==> config.mk <==
export PLATFORM = sky130hd
export DESIGN_NAME = mdio_mgmt_ctrl
export DESIGN_NICKNAME = d
export VERILOG_FILES = /design/src/rtl/mdio_pkg.sv /design/src/rtl/mdio_clkdiv.sv /design/src/rtl/mdio_cmd_decode.sv /design/src/rtl/mdio_shifter.sv /design/src/rtl/mdio_mgmt_ctrl.sv
export SDC_FILE = /design/constraint.sdc
export NUM_CORES = 1
export LEC_CHECK = 0
export BUFFER_PORTS_ARGS = -buffer_cell sky130_fd_sc_hd__buf_2
export CORE_MARGIN = 10
export CORE_UTILIZATION = 45
export DETAILED_ROUTE_END_ITERATION = 12
export GPL_ROUTABILITY_DRIVEN = 0
export SLEW_MARGIN = 0
export SYNTH_ARGS = -nofsm -noshare
export SYNTH_HDL_FRONTEND = slang
export SYNTH_SLANG_ARGS = --single-unit
==> constraint.sdc <==
create_clock -name clk -period 5.4 [get_ports clk]
set_clock_uncertainty 0.05 [all_clocks]
set_input_delay 1.08 -clock clk [delete_from_list [all_inputs] [get_ports clk]]
set_output_delay 1.08 -clock clk [all_outputs]
set_load 0.02 [all_outputs]
==> src/rtl/mdio_pkg.sv <==
`timescale 1ns/1ps
package mdio_pkg;
    localparam int REG_W    = 32;
    localparam int DATA_W   = 16;
    localparam int ADR_W    = 5;
    localparam int PRE_LEN  = 32;
    localparam int DIV_W    = 8;
    localparam int FRAME_W  = PRE_LEN + 2 + 2 + 2 * ADR_W + 2 + DATA_W;
    localparam int TA_IDX   = PRE_LEN + 4 + 2 * ADR_W;
    localparam int DATA_IDX = TA_IDX + 2;
    localparam int IDX_W    = $clog2(FRAME_W);

    // layout selector in the feature word
    localparam int FEAT_NEW_BIT = 31;
    // new layout
    localparam int NL_FIRE = 15;
    localparam int NL_C22  = 12;
    // legacy layout
    localparam int LG_WREQ = 27;
    localparam int LG_RREQ = 26;

    typedef enum logic [1:0] {
        RA_CTRL = 2'd0,
        RA_DATA = 2'd1,
        RA_FEAT = 2'd2
    } reg_addr_e;

    typedef struct packed {
        logic [REG_W-1:0] ctrl;
        logic [REG_W-1:0] data;
        logic [REG_W-1:0] feat;
        logic             err;
        logic             run_new;
        logic             run_rd;
        logic [DIV_W-1:0] half;
    } top_state_t;

    typedef struct packed {
        logic              busy;
        logic              mdc;
        logic              rd;
        logic [IDX_W-1:0]  idx;
        logic [FRAME_W-1:0] sh;
        logic [DATA_W-1:0] rdsh;
    } shf_state_t;
endpackage

==> src/rtl/mdio_clkdiv.sv <==
`timescale 1ns/1ps
module mdio_clkdiv #(
    parameter int CNT_W = 8
) (
    input  logic             clk,
    input  logic             rst_n,
    input  logic             run,
    input  logic [CNT_W-1:0] half,
    output logic             tick
);
    logic [CNT_W-1:0] cnt_d, cnt_q;

    always_comb begin
        tick  = run && (cnt_q == half - 1'b1);
        cnt_d = cnt_q + 1'b1;
        if (!run || tick) begin
            cnt_d = '0;
        end
    end

    always_ff @(posedge clk or negedge rst_n) begin
        if (!rst_n) begin
            cnt_q <= '0;
        end else begin
            cnt_q <= cnt_d;
        end
    end
endmodule

==> src/rtl/mdio_cmd_decode.sv <==
`timescale 1ns/1ps
module mdio_cmd_decode
    import mdio_pkg::*;
(
    input  logic                new_mode,
    input  logic [REG_W-1:0]    wdata,
    input  logic [DATA_W-1:0]   data_lo,
    output logic                launch,
    output logic                err,
    output logic                is_read,
    output logic [FRAME_W-1:0]  frame
);
    logic [1:0]        op;
    logic [ADR_W-1:0]  phy;
    logic [ADR_W-1:0]  rg;
    logic [DATA_W-1:0] wd;
    logic              unused_ok;

    assign unused_ok = ^wdata[14:13];

    always_comb begin
        if (new_mode) begin
            op      = wdata[11:10];
            phy     = wdata[9:5];
            rg      = wdata[4:0];
            wd      = wdata[31:16];
            is_read = (op == 2'd2);
            launch  = wdata[NL_C22] && wdata[NL_FIRE] && (op == 2'd1 || op == 2'd2);
            err     = !wdata[NL_C22] || (wdata[NL_FIRE] && !(op == 2'd1 || op == 2'd2));
        end else begin
            phy     = wdata[20:16];
            rg      = wdata[25:21];
            wd      = data_lo;
            is_read = !wdata[LG_WREQ] && wdata[LG_RREQ];
            launch  = wdata[LG_WREQ] || wdata[LG_RREQ];
            err     = !launch;
            op      = is_read ? 2'b10 : 2'b01;
        end
        frame = {{PRE_LEN{1'b1}}, 2'b01, (is_read ? 2'b10 : 2'b01), phy, rg,
                 (is_read ? 2'b11 : 2'b10), (is_read ? {DATA_W{1'b1}} : wd)};
    end

    logic unused_op;
    assign unused_op = ^op;
endmodule

==> src/rtl/mdio_shifter.sv <==
`timescale 1ns/1ps
module mdio_shifter
    import mdio_pkg::*;
(
    input  logic               clk,
    input  logic               rst_n,
    input  logic               start,
    input  logic [FRAME_W-1:0] frame,
    input  logic               is_read,
    input  logic               tick,
    input  logic               mdio_i,
    output logic               busy,
    output logic               mdc,
    output logic               mdio_o,
    output logic               mdio_oe,
    output logic               done,
    output logic [DATA_W-1:0]  rdata
);
    shf_state_t s_d, s_q;

    always_comb begin
        s_d  = s_q;
        done = 1'b0;
        if (start && !s_q.busy) begin
            s_d.busy = 1'b1;
            s_d.mdc  = 1'b0;
            s_d.idx  = '0;
            s_d.sh   = frame;
            s_d.rd   = is_read;
        end else if (s_q.busy && tick) begin
            if (!s_q.mdc) begin
                s_d.mdc = 1'b1;
                if (s_q.rd && s_q.idx >= IDX_W'(DATA_IDX)) begin
                    s_d.rdsh = {s_q.rdsh[DATA_W-2:0], mdio_i};
                end
            end else begin
                s_d.mdc = 1'b0;
                if (s_q.idx == IDX_W'(FRAME_W - 1)) begin
                    s_d.busy = 1'b0;
                    done     = 1'b1;
                end else begin
                    s_d.idx = s_q.idx + 1'b1;
                    s_d.sh  = {s_q.sh[FRAME_W-2:0], 1'b0};
                end
            end
        end
    end

    always_ff @(posedge clk or negedge rst_n) begin
        if (!rst_n) begin
            s_q <= '0;
        end else begin
            s_q <= s_d;
        end
    end

    assign busy    = s_q.busy;
    assign mdc     = s_q.mdc;
    assign mdio_o  = s_q.busy ? s_q.sh[FRAME_W-1] : 1'b1;
    assign mdio_oe = s_q.busy && !(s_q.rd && s_q.idx >= IDX_W'(TA_IDX));
    assign rdata   = s_q.rdsh;
endmodule

==> src/rtl/mdio_mgmt_ctrl.sv <==
`timescale 1ns/1ps
module mdio_mgmt_ctrl
    import mdio_pkg::*;
(
    input  logic             clk,
    input  logic             rst_n,
    input  logic             reg_wr,
    input  logic [1:0]       reg_addr,
    input  logic [REG_W-1:0] reg_wdata,
    output logic [REG_W-1:0] reg_rdata,
    output logic             cmd_err,
    output logic             busy,
    output logic             mdc,
    output logic             mdio_o,
    output logic             mdio_oe,
    input  logic             mdio_i
);
    top_state_t q, d;

    logic               dec_launch, dec_err, dec_rd;
    logic [FRAME_W-1:0] dec_frame;
    logic               start, tick, done;
    logic [DATA_W-1:0]  rdata;
    logic [REG_W-1:0]   ctrl_q;

    assign ctrl_q = q.ctrl;

    mdio_cmd_decode u_dec (
        .new_mode (q.feat[FEAT_NEW_BIT]),
        .wdata    (reg_wdata),
        .data_lo  (q.data[DATA_W-1:0]),
        .launch   (dec_launch),
        .err      (dec_err),
        .is_read  (dec_rd),
        .frame    (dec_frame)
    );

    mdio_clkdiv #(.CNT_W(DIV_W)) u_div (
        .clk   (clk),
        .rst_n (rst_n),
        .run   (busy),
        .half  (q.half),
        .tick  (tick)
    );

    mdio_shifter u_shf (
        .clk     (clk),
        .rst_n   (rst_n),
        .start   (start),
        .frame   (dec_frame),
        .is_read (dec_rd),
        .tick    (tick),
        .mdio_i  (mdio_i),
        .busy    (busy),
        .mdc     (mdc),
        .mdio_o  (mdio_o),
        .mdio_oe (mdio_oe),
        .done    (done),
        .rdata   (rdata)
    );

    always_comb begin
        d     = q;
        d.err = 1'b0;
        start = 1'b0;

        if (done) begin
            if (q.run_new) begin
                d.ctrl[NL_FIRE] = 1'b0;
                if (q.run_rd) d.data = {{(REG_W-DATA_W){1'b0}}, rdata};
            end else begin
                d.ctrl[LG_WREQ] = 1'b0;
                d.ctrl[LG_RREQ] = 1'b0;
                if (q.run_rd) d.data = {rdata, {(REG_W-DATA_W){1'b0}}};
            end
        end

        if (reg_wr) begin
            case (reg_addr)
                RA_DATA: d.data = reg_wdata;
                RA_FEAT: d.feat = reg_wdata;
                RA_CTRL: if (!busy) begin
                    d.ctrl = reg_wdata;
                    d.err  = dec_err;
                    if (dec_launch) begin
                        start     = 1'b1;
                        d.run_new = q.feat[FEAT_NEW_BIT];
                        d.run_rd  = dec_rd;
                        d.half    = (q.feat[DIV_W-1:0] == '0) ? DIV_W'(1) : q.feat[DIV_W-1:0];
                    end else if (q.feat[FEAT_NEW_BIT]) begin
                        d.ctrl[NL_FIRE] = 1'b0;
                    end
                end
                default: ;
            endcase
        end
    end

    always_ff @(posedge clk or negedge rst_n) begin
        if (!rst_n) begin
            q <= '0;
        end else begin
            q <= d;
        end
    end

    always_comb begin
        case (reg_addr)
            RA_CTRL: reg_rdata = q.ctrl;
            RA_DATA: reg_rdata = q.data;
            RA_FEAT: reg_rdata = q.feat;
            default: reg_rdata = '0;
        endcase
    end

    assign cmd_err = q.err;
endmodule

# After elaboration in Yosys (flattened, before gate mapping)
# Cells that the tools add are included.
# word_totals
reg_bits	204
input_bits	38
output_inout_bits	37
# op_classes
addsub	3
order_cmp	2
n_eq_ne	7
n_mux	50
n_bitwise	3
reduce_logical	31
# ops
op	count
$mux W70	3
$mux W32	6
$mux W103	1
$pmux W32 S3	1
$mux W86	1
$mux W16	4
$mux W28	2
$mux W11	2
$mux W1	20
$mux W8	2
$ge A6 B6 Y1 const B	2
$logic_and A1 B1 Y1	10
$mux W10	1
$mux W2	5
$mux W5	2
$reduce_and A3 Y1	3
$add A8 B1 Y8 const B	1
$eq A8 B8 Y1	1
$logic_not A8 Y1	1
$reduce_and A4 Y1	2
$sub A8 B1 Y8 const B	1
$add A6 B1 Y6 const B	1
$eq A6 B6 Y1 const B	1
$logic_not A1 Y1	6
other kinds (8)	17

# Longest topological paths before layout
# logic_depth
ltp_word	14
depth_mapped	11

# Cells and area by module
# Synthesis repeated with hierarchy kept, for this count alone.
# hier_totals
cells_unflattened	1107
area_unflattened_um2	11143.2
# modules_own_cells
module	instances	cells_per_inst	area_per_inst_um2	seq_area_each_um2
mdio_mgmt_ctrl	1	466	5112.4	2677.6
mdio_shifter	1	466	4604.4	2227.1
mdio_cmd_decode	1	98	724.4	0.0
mdio_clkdiv	1	77	701.9	200.2

# Least setup slack after synthesis
# Ideal clock, no wire load.
# synth_path
kind	input-to-output
start	input reg_addr[0]
end	output reg_rdata[0]
arrival_time_ns	2.463
required_time_ns	4.270
slack_ns	1.807
stages	4
n_path_buf	2
cell_sequence	clkbuf_1 -> buf_1 -> mux2i_1 -> o21ai_0
# synth_between
elab_chain_len	2
# synth_lines
item	line	text
start, declared	mdio_mgmt_ctrl.sv:8	input logic [1:0] reg_addr,
$eq A2 B2 Y1, or another cell as far along	mdio_mgmt_ctrl.sv:108	case (reg_addr)
$pmux W32 S3 (*)	mdio_mgmt_ctrl.sv:108	
end, declared	mdio_mgmt_ctrl.sv:10	output logic [REG_W-1:0] reg_rdata,
# Mark *: on every way between the ends. The rest lies on a longest branch, timed or not.

# Worst setup path in the final report
# layout_path
start	input reg_addr[1]
end	output reg_rdata[25]
# Same word-level chain as after synthesis.

==> flow_summary.json <==
{
  "fin_setup_tns_ps": 0,
  "synth_edf_count": 0,
  "synth_cells": 954,
  "regToRegSetupSlack_ps": 1480,
  "period_share": 0.737,
  "critPathLaunch": "reg_addr[1]",
  "regArea_sq_um": 5110,
  "timing.final.crit_period_ps": 3980,
  "tightest_slew_ps": 1100,
  "cts_setup_buffers": 0,
  "ios": 75,
  "cts_buffer_depth": 3,
  "grt-ovfl-total": 0,
  "grt_pass1_wl_mm": 40.5,
  "drc_errors": 0,
  "peakVddDrop_mv": 0.247,
  "multi_input_area_sq_um": 4330,
  "crit_required_ps": 4270,
  "synthFlopType": "dfrtp_1",
  "r2r_start": "q[0]$_DFFE_PN0P_",
  "power_mw": 5.14,
  "hold_class": "reg2reg",
  "grt_pass1_vias": 7329,
  "synth-seq-cells": 204,
  "cts_root_buf": "clkbuf_16",
  "max_freq_mhz": 251,
  "synth.top_cell.area_share": 0.525,
  "synth_nets": 996,
  "setup_viol": 0,
  "rows": 53,
  "io_buffer_count": 74,
  "final_util": 0.523,
  "worstHoldStart": "u_shf.s_q[46]$_DFFE_PN0P_",
  "die_h_um": 167,
  "antenna_found_initial": 0,
  "crit_slowest_cell": "buf_2",
  "yosysMostFrequentCell": "dfrtp_1",
  "ctsHoldBuffers": 0,
  "drv_slew": 0,
  "yosys.area.top_type": "dfrtp_1",
  "power.density_nw_per_um2": 464,
  "worst_path_most_repeated_cell": "buf_2",
  "nFillCells": 1914,
  "diodes": 0,
  "dp.cells": 1255,
  "synthesis.area_sq_um": 9720,
  "cts_buffers": 23,
  "slowest_delay_ps": 520,
  "startpoint_type": "input pin",
  "synthTopCellsByCount": "204 x dfrtp_1, 186 x nand2_1, 99 x nor2_1, 61 x mux2i_1, 44 x o21ai_0",
  "crit_fanout": 37,
  "cts.clk_slew.worst_paths_ps": 60,
  "hold_viol_final": 0,
  "worstSkewPairLatency_ps": 520,
  "synth_cell_types": 61,
  "core_region_area_sq_um": 21200,
  "synthTopCellsByArea": "dfrtp_1 53%, nand2_1 7.2%, mux2i_1 6.3%",
  "cts_max_level": 1,
  "num_vias": 7159,
  "ant_nets": 0,
  "start_util": 0.459,
  "drv_cap": 0,
  "synth.avg_cell_area_sq_um": 10.2,
  "via_per_inst": 5.53,
  "path_class": "in2out",
  "rsz0062_at_grt": "no",
  "cts_sinks": 204,
  "crit_arrival_ps": 2850,
  "initialDrtViolationCount": 481,
  "status": "complete, no violations",
  "cp_num_buf_inv": 3,
  "synth_seq_area_share": 0.525,
  "grt_max_degree": 111,
  "routedWlPerCell_um": 18.8,
  "drt_wl_total_mm": 24.3,
  "design_area_sq_um": 11100,
  "grt_usage": 0.172,
  "dp.final_hpwl_mm": 15.9,
  "drive_above_1_share": 0.181,
  "synth_warnings": 0,
  "drtPass1Iterations": 5,
  "nets": 1047,
  "cts_tree": "built",
  "critical-path-top-delay-family": "buffers and inverters",
  "die_area_sq_um": 27900,
  "area_delta_synth_final_pct": 13.9,
  "placed_cell_area_sq_um": 10300,
  "endpoint_kind": "output port",
  "synth-async-reset-ratio": 1.00,
  "stdcell_count": 1294,
  "p_leak_nw": 5.15,
  "cp_cell_sequence": "buf_2 > nor2b_2 > buf_4 > nand2_1 > o21ai_0 > buf_2",
  "ctsResizeCount": 0,
  "relSlewSlack": 0.267,
  "die_w_um": 167
}
## sequential cells by signal, indices dropped and copies added (netlist names)
signal,count
u_shf.mdc,1
u_shf.busy,1
ctrl_q,32
cmd_err,1
u_div.cnt_q,8
u_shf.rdata,16
q,74
u_shf.s_q,71
## cells by family (layout without fill, tap and decap cells)
logic type	Yosys count	after routing	share of synthesized area
DFF	204	204	0.525
AOI/OAI and AO/OA	146	146	0.118
muxes	108	108	0.117
adders and majority gates	4	4	0.00515
xor gates and xnor gates	15	15	0.0135
and+or+nand+nor	405	405	0.189
buffers and inverters	72	137	0.0316
## layout make-up
cell class,count,area share
well taps,275,0.0311
multi-input cells,678,0.392
flip-flops and latches,204,0.461
clock inverters,8,0.00871
inverters,6,0.00204
repair buffers,92,0.0476
clock buffers,31,0.0574
## placed cells by master (no fill, tap or decap), drive strengths merged, types with 4 or more instances in the layout
master and instances:
dfrtp 204, nand2 186, nor2 99, buf 91, mux2i 61, mux2 47
o21ai 45, nor3 40, clkbuf 32, a221o 28, and2 18, o2bb2ai 16
a31oi 15, a211oi 15, nand3 14, nor2b 14, xor2 8, xnor2 7
inv 7, and3 5, a21oi 5, or4 4, nand2b 4, ha 4
clkinv 4
## worst reg2reg max path, cell delays in order, from the launching register on
cell	delay (ps)
dfrtp_1	410
inv_1	80
ha_1	220
or3b_1	410
or4_1	520
a32oi_2	250
o2111ai_4	310
nor3_4	270
buf_4	310
and2_1	830
o2bb2ai_1	190
## per-stage QoR
step,hold WS (ps),setup slack (ps)
finish,421,1420
global route,444,1210
floorplan,395,1810
CTS,424,1430
detailed placement,411,1440
global placement,404,1550
## power by group
group | switching, mW | total, mW | internal (mW)
registers | 0.323 | 2.32 | 2.00
logic | 0.718 | 1.28 | 0.559
clock network | 0.623 | 1.54 | 0.917
## layer usage
layer | track usage | part of all wire | wire (um) | up-vias
met5 | 0 | 0 | 0 | -
met4 | 0.0321 | 0.016 | 388 | 0
met3 | 0.0280 | 0.046 | 1110 | 27
met2 | 0.273 | 0.45 | 11000 | 149
met1 | 0.243 | 0.49 | 11800 | 3553
li1 | - | - | - | 3430
## final timing paths
check                                            endpoint  depth (start not counted)
worst min-delay path            u_shf.s_q[47]$_DFFE_PN0P_                          2
worst max register to register            q[43]$_DFF_PN0_                         10
min in group asynchronous                q[0]$_DFFE_PN0P_                          1
max in group asynchronous               q[42]$_DFFE_PN0P_                          2
worst min register to register  u_shf.s_q[47]$_DFFE_PN0P_                          2
worst max-delay path                        reg_rdata[25]                          6
No activity file was read; power rests on OpenSTA's default activity.
